==> src/rtl/micro_tlb_pkg.sv <==
package micro_tlb_pkg;
  localparam int unsigned PAGE_LSB = 12;
  localparam int unsigned DOM_W    = 4;

  typedef enum logic [1:0] {
    ACC_FETCH = 2'd0,
    ACC_LOAD  = 2'd1,
    ACC_STORE = 2'd2,
    ACC_RSVD  = 2'd3
  } acc_e;

  typedef enum logic [1:0] {
    PG_4K  = 2'd0,
    PG_64K = 2'd1,
    PG_1M  = 2'd2,
    PG_16M = 2'd3
  } pgsz_e;

  typedef enum logic [1:0] {
    DOM_DENY    = 2'b00,
    DOM_CLIENT  = 2'b01,
    DOM_RSVD    = 2'b10,
    DOM_MANAGER = 2'b11
  } dmode_e;

  typedef struct packed {
    logic             glob;
    pgsz_e            size;
    logic [DOM_W-1:0] dom;
    logic             p_user;
    logic             p_write;
    logic             p_exec;
  } attr_t;
endpackage

==> src/rtl/micro_tlb_prio.sv <==
// Lowest-index-wins priority encoder.
module micro_tlb_prio #(
  parameter int unsigned N = 32
) (
  input  logic [N-1:0]                  req,
  output logic                          found,
  output logic [((N>1)?$clog2(N):1)-1:0] idx
);
  localparam int unsigned IW = (N > 1) ? $clog2(N) : 1;

  always_comb begin
    found = |req;
    idx   = '0;
    for (int i = N - 1; i >= 0; i--) begin
      if (req[i]) idx = IW'(i);
    end
  end
endmodule

==> src/rtl/micro_tlb_match.sv <==
// Parallel tag compare, one comparator per entry.
module micro_tlb_match
  import micro_tlb_pkg::*;
#(
  parameter int unsigned ENTRIES = 32,
  parameter int unsigned VPN_W   = 20,
  parameter int unsigned ASID_W  = 8
) (
  input  logic [VPN_W-1:0]   va_vpn,
  input  logic [ASID_W-1:0]  cur_asid,
  input  logic [ENTRIES-1:0] ent_valid,
  input  logic [VPN_W-1:0]   ent_vpn  [ENTRIES],
  input  logic [ASID_W-1:0]  ent_asid [ENTRIES],
  input  logic [ENTRIES-1:0] ent_glob,
  input  pgsz_e              ent_size [ENTRIES],
  output logic [ENTRIES-1:0] hit_vec
);
  function automatic logic [VPN_W-1:0] care_mask(pgsz_e s);
    logic [VPN_W-1:0] m;
    m = '1;
    m = m << (4 * int'(s));
    return m;
  endfunction

  for (genvar g = 0; g < ENTRIES; g++) begin : g_cmp
    logic [VPN_W-1:0] care;
    logic             tag_eq;
    logic             asid_ok;
    always_comb begin
      care    = care_mask(ent_size[g]);
      tag_eq  = ((va_vpn ^ ent_vpn[g]) & care) == '0;
      asid_ok = ent_glob[g] || (ent_asid[g] == cur_asid);
    end
    assign hit_vec[g] = ent_valid[g] && tag_eq && asid_ok;
  end
endmodule

==> src/rtl/micro_tlb_perm.sv <==
// Domain and permission check for the selected entry.
module micro_tlb_perm
  import micro_tlb_pkg::*;
(
  input  logic [31:0]      dacr,
  input  logic [DOM_W-1:0] dom,
  input  logic             p_user,
  input  logic             p_write,
  input  logic             p_exec,
  input  acc_e             kind,
  input  logic             priv,
  output logic             fault
);
  dmode_e mode;

  always_comb begin
    mode = dmode_e'(dacr[2*dom +: 2]);
    unique case (mode)
      DOM_CLIENT:  fault = (!priv && !p_user)
                         || (kind == ACC_STORE && !p_write)
                         || (kind == ACC_FETCH && !p_exec);
      DOM_MANAGER: fault = 1'b0;
      default:     fault = 1'b1;
    endcase
  end
endmodule

==> src/rtl/micro_tlb_store.sv <==
// Entry storage, victim choice and flush handling.
module micro_tlb_store
  import micro_tlb_pkg::*;
#(
  parameter int unsigned ENTRIES = 32,
  parameter int unsigned VPN_W   = 20,
  parameter int unsigned PPN_W   = 20,
  parameter int unsigned ASID_W  = 8
) (
  input  logic               clk,
  input  logic               rst_n,
  input  logic               ins_en,
  input  logic [VPN_W-1:0]   ins_vpn,
  input  logic [PPN_W-1:0]   ins_ppn,
  input  logic [ASID_W-1:0]  ins_asid,
  input  attr_t              ins_attr,
  input  logic               flush_all,
  input  logic               flush_asid,
  input  logic [ASID_W-1:0]  flush_asid_val,
  output logic [ENTRIES-1:0] valid,
  output logic [VPN_W-1:0]   vpn  [ENTRIES],
  output logic [PPN_W-1:0]   ppn  [ENTRIES],
  output logic [ASID_W-1:0]  asid [ENTRIES],
  output attr_t              attr [ENTRIES]
);
  localparam int unsigned IDX_W = (ENTRIES > 1) ? $clog2(ENTRIES) : 1;

  logic [ENTRIES-1:0] valid_q, valid_d, load;
  logic [IDX_W-1:0]   rr_q, rr_d, free_idx, victim;
  logic               free_any;

  micro_tlb_prio #(.N(ENTRIES)) u_free (
    .req   (~valid_q),
    .found (free_any),
    .idx   (free_idx)
  );

  assign victim = free_any ? free_idx : rr_q;

  always_comb begin
    rr_d = rr_q;
    if (ins_en && !free_any) begin
      rr_d = (rr_q == IDX_W'(ENTRIES - 1)) ? '0 : rr_q + 1'b1;
    end
  end

  always_comb begin
    for (int i = 0; i < ENTRIES; i++) begin
      load[i] = ins_en && (victim == IDX_W'(i));
    end
  end

  always_comb begin
    for (int i = 0; i < ENTRIES; i++) begin
      logic             g_post;
      logic [ASID_W-1:0] a_post;
      g_post     = load[i] ? ins_attr.glob : attr[i].glob;
      a_post     = load[i] ? ins_asid : asid[i];
      valid_d[i] = valid_q[i] | load[i];
      if (flush_all) begin
        valid_d[i] = 1'b0;
      end else if (flush_asid && !g_post && a_post == flush_asid_val) begin
        valid_d[i] = 1'b0;
      end
    end
  end

  always_ff @(posedge clk or negedge rst_n) begin
    if (!rst_n) begin
      valid_q <= '0;
      rr_q    <= '0;
    end else begin
      valid_q <= valid_d;
      rr_q    <= rr_d;
    end
  end

  for (genvar g = 0; g < ENTRIES; g++) begin : g_ent
    always_ff @(posedge clk) begin
      if (load[g]) begin
        vpn[g]  <= ins_vpn;
        ppn[g]  <= ins_ppn;
        asid[g] <= ins_asid;
        attr[g] <= ins_attr;
      end
    end
  end

  assign valid = valid_q;
endmodule

==> src/rtl/micro_tlb.sv <==
module micro_tlb
  import micro_tlb_pkg::*;
#(
  parameter int unsigned ENTRIES = 32,
  parameter int unsigned VA_W    = 32,
  parameter int unsigned PA_W    = 32,
  parameter int unsigned ASID_W  = 8
) (
  input  logic                     clk,
  input  logic                     rst_n,
  input  logic                     req_valid,
  input  logic [VA_W-1:0]          req_va,
  input  logic [ASID_W-1:0]        req_asid,
  input  logic [1:0]               req_kind,
  input  logic                     req_priv,
  input  logic [31:0]              dacr,
  output logic                     resp_hit,
  output logic [PA_W-1:0]          resp_pa,
  output logic                     abort_prefetch,
  output logic                     abort_data,
  output logic                     busy,
  output logic                     refill_req,
  output logic [VA_W-1:0]          refill_va,
  output logic [ASID_W-1:0]        refill_asid,
  input  logic                     refill_ack,
  input  logic [PA_W-PAGE_LSB-1:0] refill_ppn,
  input  logic [1:0]               refill_size,
  input  logic                     refill_global,
  input  logic [DOM_W-1:0]         refill_domain,
  input  logic                     refill_user,
  input  logic                     refill_write,
  input  logic                     refill_exec,
  input  logic                     flush_all,
  input  logic                     flush_asid,
  input  logic [ASID_W-1:0]        flush_asid_val
);
  localparam int unsigned VPN_W = VA_W - PAGE_LSB;
  localparam int unsigned PPN_W = PA_W - PAGE_LSB;
  localparam int unsigned IDX_W = (ENTRIES > 1) ? $clog2(ENTRIES) : 1;

  // entry store
  logic [ENTRIES-1:0] ent_valid;
  logic [VPN_W-1:0]   ent_vpn  [ENTRIES];
  logic [PPN_W-1:0]   ent_ppn  [ENTRIES];
  logic [ASID_W-1:0]  ent_asid [ENTRIES];
  attr_t              ent_attr [ENTRIES];
  logic [ENTRIES-1:0] ent_glob;
  pgsz_e              ent_size [ENTRIES];

  // refill tracking
  logic              busy_q, busy_d, cap_en, ins_en;
  logic [VA_W-1:0]   pend_va_q;
  logic [ASID_W-1:0] pend_asid_q;
  attr_t             ins_attr;

  // lookup
  logic              lookup_en, hit_any, fault;
  logic [ENTRIES-1:0] hit_vec;
  logic [IDX_W-1:0]  hit_idx;
  attr_t             sel_attr;
  logic [PA_W-1:0]   sel_base, off_mask, pa_full;
  acc_e              kind;

  always_comb begin
    ins_attr.glob    = refill_global;
    ins_attr.size    = pgsz_e'(refill_size);
    ins_attr.dom     = refill_domain;
    ins_attr.p_user  = refill_user;
    ins_attr.p_write = refill_write;
    ins_attr.p_exec  = refill_exec;
  end

  assign ins_en = busy_q && refill_ack;

  micro_tlb_store #(
    .ENTRIES (ENTRIES),
    .VPN_W   (VPN_W),
    .PPN_W   (PPN_W),
    .ASID_W  (ASID_W)
  ) u_store (
    .clk            (clk),
    .rst_n          (rst_n),
    .ins_en         (ins_en),
    .ins_vpn        (pend_va_q[VA_W-1:PAGE_LSB]),
    .ins_ppn        (refill_ppn),
    .ins_asid       (pend_asid_q),
    .ins_attr       (ins_attr),
    .flush_all      (flush_all),
    .flush_asid     (flush_asid),
    .flush_asid_val (flush_asid_val),
    .valid          (ent_valid),
    .vpn            (ent_vpn),
    .ppn            (ent_ppn),
    .asid           (ent_asid),
    .attr           (ent_attr)
  );

  for (genvar g = 0; g < ENTRIES; g++) begin : g_split
    assign ent_glob[g] = ent_attr[g].glob;
    assign ent_size[g] = ent_attr[g].size;
  end

  micro_tlb_match #(
    .ENTRIES (ENTRIES),
    .VPN_W   (VPN_W),
    .ASID_W  (ASID_W)
  ) u_match (
    .va_vpn    (req_va[VA_W-1:PAGE_LSB]),
    .cur_asid  (req_asid),
    .ent_valid (ent_valid),
    .ent_vpn   (ent_vpn),
    .ent_asid  (ent_asid),
    .ent_glob  (ent_glob),
    .ent_size  (ent_size),
    .hit_vec   (hit_vec)
  );

  micro_tlb_prio #(.N(ENTRIES)) u_sel (
    .req   (hit_vec),
    .found (hit_any),
    .idx   (hit_idx)
  );

  assign kind     = acc_e'(req_kind);
  assign sel_attr = ent_attr[hit_idx];

  micro_tlb_perm u_perm (
    .dacr    (dacr),
    .dom     (sel_attr.dom),
    .p_user  (sel_attr.p_user),
    .p_write (sel_attr.p_write),
    .p_exec  (sel_attr.p_exec),
    .kind    (kind),
    .priv    (req_priv),
    .fault   (fault)
  );

  // address assembly: frame above the page boundary, request offset below
  always_comb begin
    sel_base = {ent_ppn[hit_idx], {PAGE_LSB{1'b0}}};
    off_mask = (PA_W'(1) << (PAGE_LSB + 4 * int'(sel_attr.size))) - PA_W'(1);
    pa_full  = (sel_base & ~off_mask) | (PA_W'(req_va[23:0]) & off_mask);
  end

  assign lookup_en      = req_valid && !busy_q;
  assign resp_hit       = lookup_en && hit_any;
  assign resp_pa        = resp_hit ? pa_full : '0;
  assign abort_prefetch = resp_hit && fault && (kind == ACC_FETCH);
  assign abort_data     = resp_hit && fault && (kind != ACC_FETCH);

  // refill control: next state
  always_comb begin
    cap_en = lookup_en && !hit_any;
    if (busy_q) busy_d = !refill_ack;
    else        busy_d = cap_en;
  end

  always_ff @(posedge clk or negedge rst_n) begin
    if (!rst_n) busy_q <= 1'b0;
    else        busy_q <= busy_d;
  end

  always_ff @(posedge clk) begin
    if (cap_en) begin
      pend_va_q   <= req_va;
      pend_asid_q <= req_asid;
    end
  end

  assign busy        = busy_q;
  assign refill_req  = busy_q;
  assign refill_va   = pend_va_q;
  assign refill_asid = pend_asid_q;
endmodule

==> config.mk <==
export PLATFORM = sky130hd
export DESIGN_NAME = micro_tlb
export DESIGN_NICKNAME = d
export VERILOG_FILES = /design/src/rtl/micro_tlb_pkg.sv /design/src/rtl/micro_tlb_prio.sv /design/src/rtl/micro_tlb_match.sv /design/src/rtl/micro_tlb_perm.sv /design/src/rtl/micro_tlb_store.sv /design/src/rtl/micro_tlb.sv
export SDC_FILE = /design/constraint.sdc
export NUM_CORES = 2
export LEC_CHECK = 0
export ABC_CLOCK_PERIOD_IN_PS = 14700
export BUFFER_PORTS_ARGS = -buffer_cell sky130_fd_sc_hd__buf_2
export CORE_MARGIN = 2
export CORE_UTILIZATION = 40
export CTS_BUF_LIST = sky130_fd_sc_hd__clkbuf_4 sky130_fd_sc_hd__clkbuf_8
export DETAILED_ROUTE_END_ITERATION = 16
export GPL_TIMING_DRIVEN = 0
export PLACE_DENSITY = 0.57
export SLEW_MARGIN = 20
export SYNTH_ARGS = -nofsm -noshare
export SYNTH_HDL_FRONTEND = slang
export SYNTH_SLANG_ARGS = --single-unit
==> constraint.sdc <==
create_clock -name clk -period 14.7 [get_ports clk]
set_input_delay 0.735 -clock clk [delete_from_list [all_inputs] [get_ports clk]]
set_output_delay 0.735 -clock clk [all_outputs]
set_load 0.03 [all_outputs]
==> flow_summary.ini <==
[synthesis]
synth_flop_cell = edfxtp_1
synth_warnings = 0
synthesis.area_um2 = 86270
synth_fa_ha_area_frac = 0.0002901
synth_xor_area_frac = 0.1140
synth-compound-area-share = 0.06120
ys_async_sr_fraction = 0.01965
ys_ff_latch = 1934
synth_edf_count = 1640
yosysSeqAreaShare = 0.6413
synth-simple-area-share = 0.06715
muxShareOfSynthArea = 0.08935
synth_cell_types = 96
synth_top_family_by_area = XOR/XNOR gates
synth_nets = 6194
synthCells = 6073
syn_area_per_cell_um2 = 14.21

[setup_path]
worstReg2RegStart = u_store.valid[30]
endpoint = resp_pa[12]
cp_max_fo = 10
crit_path_end_kind = primary output
cp.required_ns = 13.97
critPathLaunchType = input port
r2r_setup_slack_ns = 8.31
cp_data_arrival_time_ns = 9.05
worst-r2r-cell-count = 20
reg2reg_to = u_store.valid[0]
critPathKind = in -> out
startpoint = req_va[21]

[placement]
dp_hpwl_mm = 203.6
place.gp.congestion = 0.9379
port_buffers = 190
dpl_cell_area_um2 = 93320

[finish]
drive_above_1_share = 0.2297
final_nets = 6960
area_growth_pct = 16.35
nFillCells = 19070
final_area_um2 = 100400

[floorplanning]
io_pins = 196
rows = 170
fp.dieH_um = 468.4
initial_utilization = 0.4024
die_w_um = 468.4
die_area_um2 = 219400
core_area_um2 = 214400

[global_route]
antenna_found_initial = 18
grt_pass1_vias = 54600
gr-total-overflow = 0
grt_max_degree = 58
grt_use_total = 0.2638
grt_pass1_wl_mm = 410.2

[timing]
skew_ns = 0.06459
hold_violations = 0
post-route-period-util = 0.6655
fin_crit_ns = 9.783
relSlewSlack = 0.1622
finalSetupViolCount = 0
slew_viol_final = 0
fin_setup_tns_ns = 0
grt_setup_unrepaired = no
fmax_ghz = 0.1022
worstMarginPinSlew_ns = 1.239

[clock_network]
cts_hold_buf = 43
cts_sinks = 1934
cts_tree = yes
htreeDepth = 5
postCtsResizedCells = 0
cts_setup_buffers = 0
ctsRootBufferMaster = clkbuf_8
cts_buffer_depth = 4
clk_latency_ns = 1.10
cts_buffers = 346
clk_pin_slew_ns = 0.06

[drt]
vias = 55860
drcViolationCount = 0
drt_iter0_markers = 5723
dr_wl_met2_mm = 138.8
routed_via_density = 5.622
ant_nets = 0
drt_wl_total_mm = 294.9
wl_met3_mm = 22.15
wl_met1_mm = 120.6
firstDrtPassIters = 6
post_drt_wl_per_cell_um = 29.68
top_layer_used = met5

[power_and_ir_drop]
leakagePower_uw = 0.03508
powerDensity_nw_per_um2 = 116.2
max-vdd-ir-drop_v = 0.0001039

[status]
outcome = completed

[min_path]
min-delay-start = flush_all
hp-class = in -> reg

[job]
cap_violations = 0
## how the worst min path moves through the flow
stage          cells past startpoint                 to
2_1_floorplan                      0               busy
3_3_place_gp                       2   u_store.asid[40]
3_5_place_dp                       2  u_store.asid[171]
4_1_cts                            3   u_store.valid[9]
5_1_grt                            3   u_store.valid[9]
6_report                           3   u_store.valid[9]
## critical path: stages
cell and delay [ns]:
dlygate4sd3_1 0.52, buf_2 0.14, buf_4 0.19, buf_6 0.21, buf_2 0.46, xor2_1 0.13
nor4_1 0.92, a21oi_1 0.30, nor4_1 0.81, nor2_1 0.18, nand4_1 0.16, a21oi_2 0.11
nor2_2 0.20, buf_2 0.43, buf_4 0.33, buf_4 0.30, buf_6 0.22, buf_2 0.30
buf_4 0.32, mux2i_1 0.11, a211oi_1 0.52, a211oi_1 0.10, a21oi_1 0.23, a21oi_1 0.10
a211oi_1 0.60, buf_2 0.32
## registers in the layout, summed over array words and instances, names as in the netlist
signal         count
u_store.ppn      640
u_store.asid     256
u_store.valid     32
refill_va         32
busy               1
u_store.attr     320
u_store.vpn      640
u_store.rr_q       5
refill_asid        8
## routing by layer
layer | vias up | track usage
met3 | 611 | 0.05095
met1 | 28390 | 0.3454
met5 | - | 0
met4 | 8 | 0.1087
met2 | 2534 | 0.4293
li1 | 24320 | -
## area by class of cell
class,instances,area [µm²],share of cell area
timing repair buffer,418,3671,0.03657
antenna,14,35.03,0.0003490
clock buffer,480,5868,0.05846
multi-input combinational,3704,28840,0.2873
inverter,60,242.7,0.002418
sequential,1934,55320,0.5511
tap,2838,3551,0.03538
clock inverter,113,693.2,0.006906
buffer,375,2153,0.02145
## cell usage after synthesis (11+ instances only)
master | n | area, µm²
nor4_1 | 184 | 1151
o41ai_1 | 12 | 105.1
xor2_1 | 692 | 6061
nor2b_1 | 11 | 68.82
nand3_1 | 91 | 455.4
a22oi_1 | 18 | 135.1
buf_2 | 93 | 465.5
mux2_2 | 400 | 4504
a211o_1 | 25 | 219.0
o211ai_1 | 31 | 232.7
dfxtp_1 | 256 | 5125
dfrtp_1 | 38 | 950.9
a211oi_1 | 163 | 1224
nor3_1 | 72 | 360.4
clkbuf_1 | 151 | 566.8
mux2i_1 | 310 | 3103
nand4b_1 | 16 | 140.1
buf_1 | 24 | 90.09
and3_1 | 30 | 187.7
nand4_1 | 75 | 469.2
nand2b_1 | 21 | 131.4
or2_2 | 13 | 81.33
xnor2_1 | 431 | 3775
a311oi_1 | 14 | 122.6
o21ai_0 | 38 | 190.2
a41o_1 | 26 | 260.3
buf_4 | 67 | 503.0
nand2_1 | 218 | 818.3
and2_1 | 15 | 93.84
nor2_1 | 273 | 1025
buf_6 | 37 | 416.7
a21oi_1 | 246 | 1231
edfxtp_1 | 1640 | 49250
a31oi_1 | 26 | 162.7
o21bai_1 | 18 | 135.1
inv_1 | 54 | 202.7
or4_1 | 28 | 210.2
nor4_2 | 14 | 175.2
a41oi_1 | 20 | 175.2
## cell usage in the layout, fill, tap and decap left out, types with 28 or more instances in the layout
cell type      netlist  final
edfxtp_1          1640   1640
xor2_1             692    692
xnor2_1            431    431
mux2_2             400    400
clkbuf_8             0    362
buf_2               93    361
mux2i_1            310    310
nor2_1             273    264
dfxtp_1            256    256
a21oi_1            246    246
nand2_1            218    218
nor4_1             184    172
a211oi_1           163    163
clkbuf_4             1    129
clkbuf_1           151    123
buf_4               67     99
nand3_1             91     91
nand4_1             75     75
clkinv_1             4     75
nor3_1              72     72
inv_1               54     52
dlygate4sd3_1        0     43
buf_6               37     41
o21ai_0             38     38
dfrtp_1             38     38
o211ai_1            31     31
buf_8                2     31
and3_1              30     30
buf_12               0     30
or4_1               28     28
## power breakdown
part	internal (µW)	total, µW	switching (µW)
sequential	6000	6050	48.8
clock	2700	4930	2230
combinational	222	682	460
## through the flow
| stage | utilization | hold WS [ns] | setup WS, ns | total power [µW] | cells |
|---|---|---|---|---|---|
| after global placement | 0.4234 | 0.4695 | -3.491 | 6795 | 9101 |
| after floorplan | - | 0.4394 | 6.398 | 6509 | 6073 |
| after global routing | 0.4681 | 0.07163 | 4.655 | 12010 | 9928 |
| after CTS | 0.4679 | 0.02853 | 4.852 | 11730 | 9920 |
| final | 0.4682 | 0.09211 | 4.917 | 11670 | 9936 |
| after detailed placement | 0.4353 | 0.4718 | 5.439 | 6829 | 9284 |
## cell families (layout without fill, tap and decap cells)
family,after synthesis,in the layout
compound gates,755,755
fa+ha+maj,2,2
simple gates,1109,1109
xor+xnor,1123,1123
mux,715,715
other cells,0,14
buf+inv,435,1446
flops,1934,1934
Power figures use the tool's default switching activity.
